### src/rtl/ctlreg_pkg.sv
package ctlreg_pkg;

  typedef enum logic [2:0] {
    K_RW,     // masked read/write
    K_CLR,    // any write clears
    K_RO,     // write faults
    K_WO,     // read faults, write stores
    K_INV,    // read faults, write stores zero and strobes
    K_CC,     // cycle counter, merged read
    K_LATCH,  // write sets to one
    K_NONE    // no register: faults both ways
  } kind_e;

  typedef struct packed {
    kind_e       kind;
    logic [63:0] mask;
  } attr_t;

  localparam int unsigned IDX_BASE    = 16;
  localparam int unsigned IDX_MCTL    = 17;
  localparam int unsigned IDX_CC      = 40;
  localparam int unsigned IDX_DTB_INV = 46;
  localparam int unsigned IDX_ITB_INV = 47;
  localparam int unsigned IDX_LAST    = 48;

  function automatic attr_t reg_attr(input int unsigned idx);
    attr_t a;
    a.kind = K_RW;
    a.mask = '1;
    if (idx <= 17) begin
      a.kind = K_RW;
    end else begin
      case (idx)
        18:               a.mask = ~64'h2;
        19, 20:           a.mask = 64'hf;
        21:               a.mask = 64'h1f;
        22, 23:           a.mask = 64'h18;
        24:               begin a.kind = K_WO; a.mask = 64'h18; end
        25:               a.mask = 64'hff_ffff_0300;
        26, 27:           a.mask = 64'hffff_ffff_c000_0000;
        28:               a.mask = 64'h1ffb;
        29, 30:           a.mask = 64'h3f;
        31:               a.mask = 64'h7f0;
        32:               a.mask = 64'hfe00_0000_0000_0000;
        33, 34:           a.kind = K_CLR;
        35, 36, 37, 38, 39: a.kind = K_RO;
        40:               a.kind = K_CC;
        41:               a.kind = K_LATCH;
        42, 43, 44, 45:   a.kind = K_WO;
        46, 47:           a.kind = K_INV;
        48:               a.mask = 64'h7fff0;
        default:          a.kind = K_NONE;
      endcase
    end
    return a;
  endfunction

  function automatic logic [63:0] reg_rst(input int unsigned idx, input logic [63:0] base);
    if (idx == IDX_BASE) return base;
    if (idx == IDX_MCTL) return 64'h6;
    return '0;
  endfunction

endpackage

### src/rtl/ctlreg_rst_sync.sv
module ctlreg_rst_sync (
  input  logic clk,
  input  logic rst_n,
  output logic rst_sync_n
);
  logic [1:0] stage_q;

  always_ff @(posedge clk or negedge rst_n) begin
    if (!rst_n) stage_q <= 2'b00;
    else        stage_q <= {stage_q[0], 1'b1};
  end

  assign rst_sync_n = stage_q[1];
endmodule

### src/rtl/ctlreg_wr_path.sv
module ctlreg_wr_path
  import ctlreg_pkg::*;
#(
  parameter int IDX_W = 6
) (
  input  logic             wr_en,
  input  logic [IDX_W-1:0] wr_idx,
  input  logic [63:0]      wr_data,
  output logic             wr_fault,
  output logic             wr_commit,
  output logic [63:0]      wr_val,
  output logic             inv_dtb,
  output logic             inv_itb
);
  attr_t attr;

  always_comb begin
    attr      = reg_attr(32'(wr_idx));
    wr_fault  = wr_en && (attr.kind == K_RO || attr.kind == K_NONE);
    wr_commit = wr_en && !(attr.kind == K_RO || attr.kind == K_NONE);
    unique case (attr.kind)
      K_CLR, K_INV: wr_val = '0;
      K_LATCH:      wr_val = 64'h1;
      default:      wr_val = wr_data & attr.mask;
    endcase
    inv_dtb = wr_en && (32'(wr_idx) == IDX_DTB_INV);
    inv_itb = wr_en && (32'(wr_idx) == IDX_ITB_INV);
  end
endmodule

### src/rtl/ctlreg_rd_path.sv
module ctlreg_rd_path
  import ctlreg_pkg::*;
#(
  parameter int IDX_W = 6
) (
  input  logic             rd_en,
  input  logic [IDX_W-1:0] rd_idx,
  input  logic [63:0]      rd_val,
  input  logic [31:0]      cycle_cnt,
  output logic             rd_fault,
  output logic [63:0]      rd_next
);
  kind_e kind;

  always_comb begin
    kind     = reg_attr(32'(rd_idx)).kind;
    rd_fault = rd_en && (kind == K_WO || kind == K_INV || kind == K_NONE);
    rd_next  = '0;
    if (rd_en && !rd_fault) begin
      if (kind == K_CC) rd_next = {rd_val[63:32], cycle_cnt};
      else              rd_next = rd_val;
    end
  end
endmodule

### src/rtl/ctlreg_bank.sv
module ctlreg_bank
  import ctlreg_pkg::*;
#(
  parameter int          IDX_W    = 6,
  parameter logic [63:0] BASE_RST = 64'h0
) (
  input  logic             clk,
  input  logic             rst_n,
  input  logic             wr_commit,
  input  logic [IDX_W-1:0] wr_idx,
  input  logic [63:0]      wr_val,
  input  logic [IDX_W-1:0] rd_idx,
  output logic [63:0]      rd_val
);
  localparam int NUM_REG = 1 << IDX_W;

  logic [63:0] ent [NUM_REG];

  for (genvar i = 0; i < NUM_REG; i++) begin : g_ent
    localparam attr_t A = reg_attr(i);
    if (A.kind != K_NONE && A.kind != K_RO) begin : g_ff
      logic        en;
      logic [63:0] q;
      assign en = wr_commit && (wr_idx == IDX_W'(i));
      always_ff @(posedge clk or negedge rst_n) begin
        if (!rst_n)  q <= reg_rst(i, BASE_RST);
        else if (en) q <= wr_val;
      end
      assign ent[i] = q;
    end else begin : g_none
      assign ent[i] = '0;
    end
  end

  assign rd_val = ent[rd_idx];
endmodule

### src/rtl/ctlreg_file.sv
module ctlreg_file
  import ctlreg_pkg::*;
#(
  parameter int          IDX_W    = 6,
  parameter logic [63:0] BASE_RST = 64'h0000_0000_0001_0000
) (
  input  logic             clk,
  input  logic             rst_n,
  input  logic             wr_en,
  input  logic [IDX_W-1:0] wr_idx,
  input  logic [63:0]      wr_data,
  input  logic             rd_en,
  input  logic [IDX_W-1:0] rd_idx,
  input  logic [31:0]      cycle_cnt,
  output logic [63:0]      rd_data,
  output logic             fault,
  output logic             flush_dtb,
  output logic             flush_itb
);
  logic        rst_sync_n;
  logic        wr_fault, wr_commit, inv_dtb, inv_itb;
  logic [63:0] wr_val, rd_val, rd_next;
  logic        rd_fault;
  logic        fault_d;

  ctlreg_rst_sync u_rst (.clk(clk), .rst_n(rst_n), .rst_sync_n(rst_sync_n));

  ctlreg_wr_path #(.IDX_W(IDX_W)) u_wr (
    .wr_en(wr_en), .wr_idx(wr_idx), .wr_data(wr_data),
    .wr_fault(wr_fault), .wr_commit(wr_commit), .wr_val(wr_val),
    .inv_dtb(inv_dtb), .inv_itb(inv_itb)
  );

  ctlreg_bank #(.IDX_W(IDX_W), .BASE_RST(BASE_RST)) u_bank (
    .clk(clk), .rst_n(rst_sync_n), .wr_commit(wr_commit), .wr_idx(wr_idx),
    .wr_val(wr_val), .rd_idx(rd_idx), .rd_val(rd_val)
  );

  ctlreg_rd_path #(.IDX_W(IDX_W)) u_rd (
    .rd_en(rd_en), .rd_idx(rd_idx), .rd_val(rd_val), .cycle_cnt(cycle_cnt),
    .rd_fault(rd_fault), .rd_next(rd_next)
  );

  always_comb fault_d = rd_fault || wr_fault;

  always_ff @(posedge clk or negedge rst_sync_n) begin
    if (!rst_sync_n) begin
      rd_data   <= '0;
      fault     <= 1'b0;
      flush_dtb <= 1'b0;
      flush_itb <= 1'b0;
    end else begin
      rd_data   <= rd_next;
      fault     <= fault_d;
      flush_dtb <= inv_dtb;
      flush_itb <= inv_itb;
    end
  end
endmodule

### config.mk
export PLATFORM = sky130hd
export DESIGN_NAME = ctlreg_file
export DESIGN_NICKNAME = d
export VERILOG_FILES = /design/src/rtl/ctlreg_pkg.sv /design/src/rtl/ctlreg_rst_sync.sv /design/src/rtl/ctlreg_wr_path.sv /design/src/rtl/ctlreg_rd_path.sv /design/src/rtl/ctlreg_bank.sv /design/src/rtl/ctlreg_file.sv
export SDC_FILE = /design/constraint.sdc
export NUM_CORES = 2
export LEC_CHECK = 0
export BUFFER_PORTS_ARGS = -buffer_cell sky130_fd_sc_hd__buf_4
export CORE_MARGIN = 3
export CORE_UTILIZATION = 30
export CTS_CLUSTER_DIAMETER = 200
export CTS_CLUSTER_SIZE = 12
export DETAILED_ROUTE_END_ITERATION = 8
export PLACE_DENSITY = 0.45
export SETUP_SLACK_MARGIN = 0.4
export SKIP_CTS_REPAIR_TIMING = 1
export SLEW_MARGIN = 40
export SYNTH_ARGS = -nofsm -noshare
export SYNTH_HDL_FRONTEND = slang
export SYNTH_SLANG_ARGS = --single-unit
### constraint.sdc
create_clock -name clk -period 105.2 [get_ports clk]
set_clock_uncertainty 0.05 [all_clocks]
set_input_delay 10.52 -clock clk [delete_from_list [all_inputs] [get_ports clk]]
set_output_delay 10.52 -clock clk [all_outputs]
set_load 0.005 [all_outputs]
* After elaboration in Yosys (flattened, before gate mapping)
Index checks and enable logic that the tools add are counted.
W data, S select, Z words.
** Cells by class
- Bitwise logic cells :: 2
- Reductions and logical operators :: 72
- Magnitude comparators :: 3
- Eq/ne operators :: 88
- Mux-type cells :: 12
** Operators with widths (count)
- $pmux W64 S11 :: 1
- $bmux W64 S6 :: 1
- $mux W64 :: 4
- $eq A6 B6 Y1 const B :: 34
- $eq A6 B5 Y1 const B :: 30
- $pmux W64 S2 :: 1
- $and A64 B64 Y64 :: 1
- $logic_and A1 B1 Y1 :: 50
- $eq A6 B4 Y1 const B :: 8
- $pmux W3 S7 :: 2
- $mux W32 :: 1
- $reduce_or A15 Y1 :: 2
- $eq A6 B3 Y1 const B :: 4
- $reduce_or A5 Y1 :: 4
- $eq A3 B3 Y1 const B :: 6
- $reduce_or A2 Y1 :: 8
- $eq A6 B2 Y1 const B :: 2
- $le A6 B5 Y1 const B :: 2
- $ge A7 B7 Y1 const B :: 1
- $not A6 Y7 :: 1
- $eq A3 B2 Y1 const B :: 2
- $eq A6 B1 Y1 const B :: 1
- $logic_not A6 Y1 :: 1
- $mux W3 :: 2
- other kinds (4) :: 8
** Word-level totals
- Output and inout port bits :: 67
- Register bits after elaboration :: 2885
- Word-level logic and storage cells :: 226

* Logic depth before layout (Yosys ltp)
- Depth after elaboration :: 11
- Gate-level depth with buffers :: 11

* By module
A second synthesis with hierarchy kept.
** Unflattened totals
- Cells, all modules :: 8546
- Area total of the unflattened synthesis :: 131250.9 sq um
** By module, submodules not included
- ctlreg_bank :: cells an instance 8124, times used 1, area each 127354.6 sq um
- ctlreg_file :: cells an instance 68, times used 1, area each 1682.9 sq um
- ctlreg_wr_path :: cells an instance 186, times used 1, area each 1142.3 sq um
- ctlreg_rd_path :: cells an instance 165, times used 1, area each 1017.2 sq um
- ctlreg_rst_sync :: cells an instance 3, times used 1, area each 53.8 sq um

* Least setup slack after synthesis
No wires, ideal clock.
- Kind :: in2reg
- From :: in rd_idx[0]
- To :: reg rd_data[11]
- Stages :: 8
- Required time :: 105.028 ns
- Arrival :: 12.374 ns
- Slack :: 92.655 ns
- Cells stage by stage :: buf_4 -> buf_6 -> buf_2 -> buf_2 -> mux4_2 -> a21oi_1 -> o21ai_0 -> a32o_1
** Between the ends
- Cells in the longest elaborated chain, start to end :: 11
- Elaborated cells between the ends (all ways) :: 54
** Ends and longest elaborated chain
- from (decl) :: line ctlreg_file.sv:13 : input logic [IDX_W-1:0] rd_idx,
- $eq A6 B5 Y1, or another cell as far along
- $reduce_or A15 Y1 (no line), or another cell as far along
- $pmux W3 S7 :: line ctlreg_pkg.sv:33 : case (idx)
- $mux W3 :: line ctlreg_pkg.sv:30 : if (idx <= 17) begin
- $eq A3 B2 Y1 or $eq A3 B3 Y1 (tied branches) :: line ctlreg_rd_path.sv:17 : rd_fault = rd_en && (kind == K_WO || kind == K_INV || kind == K_NONE);
- $logic_or A1 B1 Y1 (2 in series) :: line ctlreg_rd_path.sv:17
- $logic_and A1 B1 Y1 :: line ctlreg_rd_path.sv:17
- $logic_not A1 Y1 :: line ctlreg_rd_path.sv:19 : if (rd_en && !rd_fault) begin
- $logic_and A1 B1 Y1 :: line ctlreg_rd_path.sv:19
- $mux W64 (*) :: line ctlreg_rd_path.sv:19
- named net rd_next[11] :: line ctlreg_file.sv:22 : logic [63:0] wr_val, rd_val, rd_next;
- to (signal assigned) :: line ctlreg_file.sv:53 : rd_data <= rd_next;
- to (decl) :: line ctlreg_file.sv:15 : output logic [63:0] rd_data,
The timed path passes the listed nets; every way through them passes the cells marked *. The select of a mux whose other input is x is not followed.
A chain may end at the register's enable or synchronous reset.

* Worst setup path in the final report
- From :: in rd_idx[1]
- To :: reg rd_data[14]
The elaborated chain is that of the path after synthesis.

==> parameters.txt <==
Parameter                              Value

Cells and area
  Final non-filler cell area    roughly 0.14 mm²
  Layout filler cell count    39300
  Combined flip-flop and latch cell area    between 0.07 and 0.08 mm²
  Nets    roughly 10000
  Combined area of the multi-input logic cells    roughly 0.045 mm²
  Fraction of layout cells with a size suffix above 1    approximately 15%
  Area Overhead vs Synth    12.3%

Floorplan
  Initial core utilization    approximately 30%
  IO Count    179
  Die area    0.411 mm²
  Std-Cell Core Area    between 0.4 and 0.5 mm²
  Height of the chip    641 µm
  Row Count    around 230
  Die Wd    about 640 µm

Power and ir drop
  Static power due to leakage    61.8 nW
  Relative contribution of sequential cells to total power    between 50 and 60%
  Internal power of the cells    1.76 mW
  Part of the total power dissipated in combinational logic    about a tenth
  Switching power of the nets    roughly 620 µW
  PwrDens    17.6 mW/mm²
  Switching share of power    between 20% and 30%
  Maximum VDD drop    between 0.00001 and 0.000015 V
  Clock network fraction of design power    between 30 and 40%

STA
  Fin worst setup slack    roughly 89 ns
  Maximum clock frequency    ~62 MHz
  Worst-Margin Slew    a little under 1 ns
  Unrepaired setup endpoints after global routing    no
  Final-report setup violation count    0
  Setup TNS after final layout    0 ns
  Slew HR    a little over a third
  Final Hold Vio Count    0
  Max-slew violation count    0
  Minimum hold slack    roughly 0.28 ns
  Final worst path period share    around 15%
  Final critical path time including I/O delays and setup    16.12 ns

Synth
  Cell count after synthesis    around 10000
  Flops & latches, synth    2885
  Distinct cell type count after synthesis    84
  Post-synth top area cell    sky130_fd_sc_hd__dfrtp_1
  Top post-synthesis cells by count    2882 x sky130_fd_sc_hd__dfrtp_1, 1870 x sky130_fd_sc_hd__nand2_1, 1786 x sky130_fd_sc_hd__o21ai_0
  Synthesized area per cell    between 10 and 15 µm²
  Number of enable-type register cells in the synthesized netlist    0
  Cell with the most instances after synthesis    sky130_fd_sc_hd__dfrtp_1
  Synthesis warning total    0
  Cell types occupying the most area after synthesis    sky130_fd_sc_hd__dfrtp_1 60%, sky130_fd_sc_hd__mux4_2 11%, sky130_fd_sc_hd__o21ai_0 7.4%, sky130_fd_sc_hd__nand2_1 5.8%, sky130_fd_sc_hd__and2_1 5.1%
  Net count of the mapped netlist    around 10000
  Most used flip-flop cell after synthesis    sky130_fd_sc_hd__dfrtp_1
  Cell area after synthesis    0.121 mm²
  Fraction of synthesized cell area taken by the top area cell type    a little under 60%
  Register area share after synthesis    between 50% and 60%
  FFs w/ async S/R, synth    100%

Place
  Port Buf Inserts    178
  Placed wire-length estimate after detailed placement    approximately 270 mm
  Worst setup slack after placement    88.30 ns
  Routability-driven placement congestion ratio    roughly 0.83
  Placement Cell Area    between 0.1 and 0.15 mm²

Global route
  Initial antenna violation count    40
  Pin count of the biggest net entering global routing    153
  Via count of the first global-routing pass    84300
  Total congestion overflow    0
  Wire length of the first global-routing pass    roughly 660 mm
  GR Util All Layers    between 20 and 25%

Worst setup path
  Biggest cell delay along the critical path    slightly above 0.8 ns
  Max Fanout on Critical Path    61
  CP Buf/Inv Count    7
  Startpoint of the worst-slack reg-to-reg timing path    u_rst.stage_q[1]$_DFF_PN0_
  FF-to-FF End    u_bank.g_ent[24].g_ff.q[18]$_DFFE_PN0P_
  Cell with the biggest individual delay on the critical path    sky130_fd_sc_hd__nor4_1
  Worst setup slack for register-to-register paths    ~100 ns
  Type of element capturing the critical path    register
  Path depth of the worst reg2reg path    6
  Cell type group with the largest total delay on the critical path    buffers and inverters
  Type of element launching the critical path    input pin
  CP Class    input pin to register
  Data arrival time at the worst-slack endpoint    between 15 and 20 ns
  Most prevalent standard cell on the critical path    sky130_fd_sc_hd__buf_4
  CP required    ~110 ns
  Cells traversed along the worst timing path    buf_8 > buf_4 > buf_4 > buf_4 > buf_4 > buf_4 > buf_4 > mux2i_1 > a22o_1 > nor4_1 > nor3_1 > o41ai_1

Detailed routing
  Antenna Violating Nets Remaining    0
  Post-DR wirelength/cell    29.5 µm
  Via density per instance    roughly 5.3
  Iteration-0 DRC Markers    between 7000 and 8000
  Post-detailed-route DRC marker count    0
  TritonRoute pass-1 iters    6
  DR vias    about 82000
  Final WL    457 mm

Clock tree
  Clk buf depth    4
  H-Tree Level Count    5
  Cts bufs inserted    ~280
  CTS sink cnt    between 2000 and 3000
  Register clock-pin slew on the reported worst setup and hold paths    approximately 0.06 ns
  Clock tree from TritonCTS    built
  Clk_lat worst skew    0.92 ns
  Cell chosen for the clock root    sky130_fd_sc_hd__clkbuf_16

Run
  # Max-Cap Violations    0

Outcome
  Outcome    completed

Min path
  Worst hold path type    register to asynchronous set/reset pin
[cell type report]
class                      count  area share [%]
clock inverter                16           0.131
timing repair buffer         443            2.95
tap                         5265            4.85
sequential                  2885            53.2
inverter                      15          0.0470
multi-input combinational   6521            33.4
antenna                       24          0.0442
clock buffer                 315            5.41
[metal layers]
| metal | track usage (%) | up-vias | part of all wire, % |
|---|---|---|---|
| met4 | 7.57 | 10 | 3.9 |
| met5 | 0 | - | 0.015 |
| met3 | 3.24 | 693 | 5.6 |
| met1 | 30.4 | 43300 | 44 |
| met2 | 35.9 | 2649 | 47 |
| li1 | - | 35200 | - |
[flip-flops by register name, indices dropped and copies added (netlist names)]
name,count
fault,1
flush_dtb,1
flush_itb,1
rd_data,64
u_bank.g_ent.g_ff.q,2816
u_rst.stage_q,2
[per-stage QoR]
stage	cells	total power, mW	util, %
floorplan	10400	1.40	-
global placement	15100	1.47	31.7
detailed placement	15100	1.48	32.0
CTS	15500	2.41	33.8
global route	15500	2.49	33.9
finish	15500	2.39	33.9
[worst max-delay path by stage]
stage                                     startpoint               endpoint  slack, ns  cells after the start
after global routing                       rd_idx[1]  rd_data[14]$_DFF_PN0_      89.02                     12
after floorplan           u_rst.stage_q[1]$_DFF_PN0_        fault$_DFF_PN0_      18.78                      0
after global placement                     rd_idx[1]  rd_data[20]$_DFF_PN0_      88.04                     12
final                                      rd_idx[1]  rd_data[14]$_DFF_PN0_      89.08                     12
after detailed placement                   rd_idx[1]  rd_data[20]$_DFF_PN0_      88.30                     12
after CTS                                  rd_idx[1]  rd_data[20]$_DFF_PN0_      89.24                     12
[layout by cell type, fill, tap and decap left out, types with 8 or more instances in the layout]
cell                        count
sky130_fd_sc_hd__o221ai_1      51
sky130_fd_sc_hd__diode_2       24
sky130_fd_sc_hd__mux2_2        47
sky130_fd_sc_hd__o22ai_1       93
sky130_fd_sc_hd__nand3_1       13
sky130_fd_sc_hd__clkbuf_1      25
sky130_fd_sc_hd__a32o_1        41
sky130_fd_sc_hd__nand4_1       29
sky130_fd_sc_hd__nand2b_1      12
sky130_fd_sc_hd__dfrtp_1     2881
sky130_fd_sc_hd__a22oi_1       23
sky130_fd_sc_hd__or3_1         23
sky130_fd_sc_hd__buf_4        351
sky130_fd_sc_hd__nand2_4       24
sky130_fd_sc_hd__buf_6         56
sky130_fd_sc_hd__nand3_4        8
sky130_fd_sc_hd__inv_1         13
sky130_fd_sc_hd__inv_6         11
sky130_fd_sc_hd__clkbuf_16    290
sky130_fd_sc_hd__nor3_1        46
sky130_fd_sc_hd__and2_1       991
sky130_fd_sc_hd__buf_16        11
sky130_fd_sc_hd__nor2_1       104
sky130_fd_sc_hd__o21ai_0     1784
sky130_fd_sc_hd__mux2i_1      263
sky130_fd_sc_hd__nand2_1     1804
sky130_fd_sc_hd__nor2b_1      135
sky130_fd_sc_hd__a221oi_1      51
sky130_fd_sc_hd__buf_12        17
sky130_fd_sc_hd__nor4_1        45
sky130_fd_sc_hd__nand2_2       34
sky130_fd_sc_hd__a21oi_1      164
sky130_fd_sc_hd__nand2_8        8
sky130_fd_sc_hd__mux4_2       571
[cells by family after synthesis]
| family | after synthesis | share of synthesized area (%) |
|---|---|---|
| mux | 884 | 13.3 |
| xor+xnor | 2 | 0.0145 |
| buf+inv | 953 | 3.46 |
| simple gates | 3338 | 13.2 |
| other cells | 1 | 0.00310 |
| flops | 2885 | 59.7 |
| compound gates | 2296 | 10.4 |
[power by group through the flow]
| stage | Clock, mW | Sequential (mW) | Combinational (mW) |
|---|---|---|---|
| global route | 0.989 | 1.24 | 0.261 |
| CTS | 0.950 | 1.23 | 0.236 |
| finish | 0.925 | 1.23 | 0.235 |
| floorplan | 0 | 1.26 | 0.139 |
| global placement | 0 | 1.24 | 0.227 |
| detailed placement | 0 | 1.25 | 0.236 |
(Power assumes the default switching activity.)
